File: src/rtl/isc_tap_ctrl.sv
module isc_tap_ctrl #(
  parameter int NSECT       = 4,
  parameter int BUSY_CYCLES = 5000,
  parameter int SEL_W       = 24
) (
  input  logic tck,
  input  logic trst_n,
  input  logic tdi,
  input  logic capture_ir,
  input  logic shift_ir,
  input  logic update_ir,
  input  logic capture_dr,
  input  logic shift_dr,
  input  logic update_dr,
  output logic tdo
);
  localparam int CNT_W = $clog2(BUSY_CYCLES + 1);
  localparam int LEN_W = $clog2(SEL_W);

  localparam logic [15:0] OP_BYP    = 16'hFFFF;
  localparam logic [15:0] OP_ENTER  = 16'h00E8;
  localparam logic [15:0] OP_LEAVE  = 16'h00F0;
  localparam logic [15:0] OP_ERASE  = 16'h00EC;
  localparam logic [15:0] OP_PROG   = 16'h00EA;
  localparam logic [15:0] OP_STAT   = 16'h00E3;
  localparam logic [15:0] OP_WPROT  = 16'h00F7;
  localparam logic [15:0] OP_BLANK  = 16'h000D;
  localparam logic [15:0] OP_UNLOCK = 16'h55AA;

  logic [15:0]      ir, ir_sr, ir_cap;
  logic [SEL_W-1:0] dr_sr, dr_cap, dr_next, sel;
  logic [LEN_W-1:0] dr_top;
  logic             mode, busy, done, prog_err, cfg_err;
  logic [NSECT-1:0] wp, blank, need_erase;
  logic [CNT_W-1:0] cnt;
  logic [7:0]       wp_pad, blank_pad;

  logic [NSECT-1:0] new_m, ers_ok, ers_bad, prog_ok, prog_bad;
  logic             gate, erase_req, prog_req, unlock_req, wprot_req, op_start;

  assign new_m    = dr_sr[NSECT-1:0];
  assign ers_ok   = new_m & wp;
  assign ers_bad  = new_m & ~wp;
  assign prog_ok  = sel[NSECT-1:0] & wp & ~need_erase;
  assign prog_bad = sel[NSECT-1:0] & ~prog_ok;

  assign gate       = mode & ~busy;
  assign erase_req  = update_dr && (ir == OP_ERASE);
  assign unlock_req = update_dr && (ir == OP_UNLOCK);
  assign wprot_req  = update_dr && (ir == OP_WPROT);
  assign prog_req   = update_ir && (ir_sr == OP_PROG);
  assign op_start   = gate && (erase_req || prog_req);

  assign ir_cap = {7'b0, 1'b0, cfg_err, 1'b0, prog_err, ~busy, mode, 3'b001};
  assign tdo    = shift_ir ? ir_sr[0] : dr_sr[0];

  always_comb begin
    wp_pad    = '1;
    blank_pad = '1;
    wp_pad[NSECT-1:0]    = wp;
    blank_pad[NSECT-1:0] = blank;
  end

  always_comb begin
    dr_cap = '0;
    dr_top = '0;
    case (ir)
      OP_ERASE, OP_UNLOCK: begin
        dr_cap = sel;
        dr_top = LEN_W'(SEL_W - 1);
      end
      OP_WPROT: begin
        dr_cap[15:0] = {8'hFF, wp_pad};
        dr_top = LEN_W'(15);
      end
      OP_STAT: begin
        dr_cap[7:0] = {5'b0, done, 2'b00};
        dr_top = LEN_W'(7);
      end
      OP_BLANK: begin
        dr_cap[7:0] = blank_pad;
        dr_top = LEN_W'(7);
      end
      default: ;
    endcase
  end

  always_comb begin
    dr_next = dr_sr >> 1;
    dr_next[dr_top] = tdi;
  end

  always_ff @(posedge tck or negedge trst_n) begin
    if (!trst_n) begin
      ir    <= OP_BYP;
      ir_sr <= '0;
    end else begin
      if (capture_ir)    ir_sr <= ir_cap;
      else if (shift_ir) ir_sr <= {tdi, ir_sr[15:1]};
      if (update_ir)     ir    <= ir_sr;
    end
  end

  always_ff @(posedge tck or negedge trst_n) begin
    if (!trst_n) begin
      dr_sr <= '0;
      sel   <= '0;
    end else begin
      if (capture_dr)    dr_sr <= dr_cap;
      else if (shift_dr) dr_sr <= dr_next;
      if (update_dr && (ir == OP_ERASE || ir == OP_UNLOCK)) sel <= dr_sr;
    end
  end

  always_ff @(posedge tck or negedge trst_n) begin
    if (!trst_n) begin
      mode       <= 1'b0;
      cfg_err    <= 1'b0;
      prog_err   <= 1'b0;
      wp         <= '1;
      blank      <= '1;
      need_erase <= '0;
    end else begin
      if (update_ir && ir_sr == OP_ENTER) begin
        mode    <= 1'b1;
        cfg_err <= 1'b0;
      end
      if (update_ir && ir_sr == OP_LEAVE) mode <= 1'b0;
      if (!mode && (erase_req || prog_req || unlock_req || wprot_req)) cfg_err <= 1'b1;
      if (gate && erase_req) begin
        blank      <= blank & ~ers_ok;
        need_erase <= need_erase & ~ers_ok;
        prog_err   <= |ers_bad;
      end
      if (gate && prog_req) begin
        blank    <= blank | prog_ok;
        prog_err <= |prog_bad;
      end
      if (gate && unlock_req) begin
        wp         <= wp | new_m;
        need_erase <= need_erase | new_m;
      end
      if (mode && wprot_req) wp <= wp & new_m;
    end
  end

  always_ff @(posedge tck or negedge trst_n) begin
    if (!trst_n) begin
      busy <= 1'b0;
      done <= 1'b0;
      cnt  <= '0;
    end else if (op_start) begin
      busy <= 1'b1;
      done <= 1'b0;
      cnt  <= CNT_W'(BUSY_CYCLES);
    end else if (busy) begin
      if (cnt == CNT_W'(1)) begin
        busy <= 1'b0;
        done <= 1'b1;
        cnt  <= '0;
      end else begin
        cnt <= cnt - CNT_W'(1);
      end
    end
  end
endmodule

File: config.mk
export PLATFORM = sky130hd
export DESIGN_NAME = isc_tap_ctrl
export DESIGN_NICKNAME = d
export VERILOG_FILES = /design/src/rtl/isc_tap_ctrl.sv
export SDC_FILE = /design/constraint.sdc
export NUM_CORES = 1
export LEC_CHECK = 0
export BUFFER_PORTS_ARGS = -buffer_cell sky130_fd_sc_hd__buf_4
export CELL_PAD_IN_SITES_DETAIL_PLACEMENT = 0
export CELL_PAD_IN_SITES_GLOBAL_PLACEMENT = 1
export CORE_ASPECT_RATIO = 1.4
export CORE_UTILIZATION = 52
export CTS_BUF_LIST = sky130_fd_sc_hd__clkbuf_4
export DETAILED_ROUTE_END_ITERATION = 8
export GPL_ROUTABILITY_DRIVEN = 0
export GPL_TIMING_DRIVEN = 1
export PLACE_DENSITY = 0.9
export SLEW_MARGIN = 20
export SYNTH_ARGS = -nofsm -noshare
export SYNTH_HDL_FRONTEND = slang
export SYNTH_SLANG_ARGS = --single-unit
File: constraint.sdc
create_clock -name tck -period 2.7 [get_ports tck]
set_input_delay 0 -clock tck [delete_from_list [all_inputs] [get_ports tck]]
set_output_delay 0 -clock tck [all_outputs]
set_load 0.02 [all_outputs]
==> flow_summary_export.csv <==
group,metric,value,unit
cts,post_cts_resized,0,
worst_setup_path,crit_type,"reg2reg",
power,power_density,480,mW/mm^2
cts,cts_buffers,9,
synthesis,synth_cell_types,67,
worst_setup_path,reg2reg_from,"cnt[1]",
drt,drt-initial-drc-count,232,
global_route,grt_pass1_wl,18.9,mm
synthesis,syn_area,0.00536,sq mm
drt,routed_wl,11.1,mm
global_route,grt_pass1_vias,3803,
synthesis,synth.area.top_cells,"dfrtp_1 (40%), dfstp_2 (12%), mux2_2 (7.3%), mux2i_1 (5.4%), o21ai_0 (3.2%)",
cells_and_area,n_antenna_cell,0,
placed_design,dp.cells,625,
synthesis,synthTopCellsByCount,"dfrtp_1 (86), nand2_1 (40), mux2_2 (35)",
worst_setup_path,crit_fanout,8,
timing,worst_pin_slew,764,ps
synthesis,syn_area_per_cell,10.8,sq um
cells_and_area,fill_cells,860,
min_path,hold_start,"shift_dr",
flow_run,cap_viol_max_count,0,
cells_and_area,final_nets,520,
cells_and_area,final_cell_count_no_fill,649,
synthesis,synth_seq_cells,110,
floorplanning,io_pins,10,
timing,fin_tns_setup,0,ps
worst_setup_path,crit_path_start_kind,"flop",
timing,setup_ws,289,ps
worst_setup_path,cp_cell_sequence,"inv_1, ha_1, or4b_2, nor4_2, nor2_1, a31oi_1, o21ai_0",
worst_setup_path,crit_start,"cnt[1]",
timing,fin_crit_sh,0.893,
worst_setup_path,required,3080,ps
drt,drc_errors,0,
floorplanning,die_x,87.8,um
timing,slew_viol_final,0,
drt,ant_nets,0,
cells_and_area,drive_gt1_frac,0.212,
cts,clockBufferDepth,2,
floorplanning,die_h,122,um
cts,hold_buffers,8,
run_status,status,"complete, no violations",
global_route,grt_overflow,0,
worst_setup_path,critPathArrivalTime,2790,ps
placed_design,place_ws,343,ps
floorplanning,die_area,0.0107,sq mm
min_path,hold_path.class,"in2reg",
timing,setup_viol,0,
synthesis,yosys_warnings,0,
cts,clock_sinks,110,
cts,cts_tree,"built",
synthesis,ys.flop_type,"dfrtp_1",
global_route,grtUsageTotal,0.229,
drt,drt_pass1_iterations,4,
worst_setup_path,critPathTopFamily,"simple AND/OR/NAND/NOR gates",
placed_design,dp_hpwl,7.70,mm
global_route,grt_start_max_net_pins,60,
synthesis,synth.largest_area_cell,"dfrtp_1",
worst_setup_path,cp_num_buf_inv,1,
floorplanning,start_util,0.539,
drt,vias,3869,
power,p_total,2780,uW
floorplanning,num_rows,43,
timing,fmax,0.415,GHz
synthesis,synth-edff-count,0,
cts,clk_pin_slew,180,ps
worst_setup_path,max_stage_delay,650,ps
timing,max-slew-margin-rel,0.491,
synthesis,synth_most_common_cell,"dfrtp_1",
synthesis,syn_inst,496,
synthesis,async_flop_share,1.00,
timing,hold_viol,0,
synthesis,synth_top_area_share,0.401,
placed_design,io_buffers,9,
worst_setup_path,slowest_stage,"or4b_2",
drt,avgRoutedWirePerCell,17.2,um
timing,min_period,2410,ps
cts,root_buffer,"clkbuf_4",
cts,clkLatencyLatePin,490,ps
power,p_leak,0.00253,uW
synthesis,synth.yosys.seq_area_share,0.519,
power,ir_worst_vdd,0.284,mV
cts,post_cts_buffers,0,
worst_setup_path,worstSetupEndpointType,"flop",
cells_and_area,syn_to_final_growth,8.00,%
floorplanning,core,0.00995,sq mm
timing,fin_skew,21.9,ps
global_route,antenna_found_initial,0,
timing,grt_setup_unrepaired,"false",
synthesis,syn-num-nets,507,
drt,vias_per_cell,5.96,
cts,htree_levels,3,
==> layout make-up <==
class	instances	area (sq um)	area share
clock buffer	9	67.6	0.0117
timing repair buffer	25	220	0.0380
clock inverter	7	81.3	0.0140
sequential	110	2780	0.480
inverter	19	71.3	0.0123
tap	135	169	0.0292
multi-input combinational	344	2400	0.414
==> registers in the layout, summed over array words and instances (netlist names), 4 cells and up <==
register,count
dr_sr,24
blank,4
ir,16
ir_sr,16
sel,24
need_erase,4
wp,4
cnt,13
==> where the power goes <==
group	internal, uW	leakage (uW)	switching, uW
clock network	295	0.0000711	571
registers	1690	0.00135	35.4
logic	74.2	0.00111	118
==> worst paths after layout <==
path,slack (ps),depth (start not counted),end
max,290,7,cnt[6]
min,30,3,dr_sr[19]
max in group asynchronous,1810,3,ir[10]
min reg2reg,500,1,cnt[10]
max reg2reg,290,7,cnt[6]
min in group asynchronous,90,2,cnt[6]
==> through the flow <==
stage	instance area, sq um	util	hold WS [ps]
2_1_floorplan	5360	-	-296
3_3_place_gp	5560	0.559	103
3_5_place_dp	5560	0.559	114
4_1_cts	5790	0.582	9.00
5_1_grt	5790	0.582	50.9
6_report	5790	0.582	29.3
==> cell families (layout without fill, tap and decap cells) <==
kind of cell / Yosys count / in the layout / share of synthesized area
muxes: 64 / 64 / 0.128
buffers and inverters: 42 / 60 / 0.0336
adders and majority gates: 2 / 2 / 0.00467
and+or+nand+nor: 150 / 150 / 0.153
DFF: 110 / 110 / 0.519
AOI/OAI and AO/OA: 128 / 128 / 0.162
==> worst register-to-register path, delay by kind of cell, from the launching register on <==
kind,cells,cell delay (ps)
adders and majority gates,1,140
DFF,1,430
and+or+nand+nor,3,1340
AOI/OAI and AO/OA,2,300
buffers and inverters,1,110
==> cells in the final DEF (no fill, tap or decap), drive strengths merged, types with 6 or more instances in the layout <==
cell type	instances
a211oi	15
a21oi	29
buf	17
clkbuf	9
dfrtp	86
dfstp	24
dlygate4sd3	8
inv	22
mux2	35
mux2i	29
nand2	40
nand3	20
nor2	34
nor3	6
nor4	7
o21ai	34
o41ai	7
or4	7
==> routing by layer <==
| layer | GRT usage | part of all wire |
|---|---|---|
| met5 | 0 | 0 |
| met4 | 0.101 | 0.022 |
| met3 | 0.0251 | 0.028 |
| met2 | 0.372 | 0.51 |
| met1 | 0.308 | 0.44 |
(Power assumes the default switching activity.)
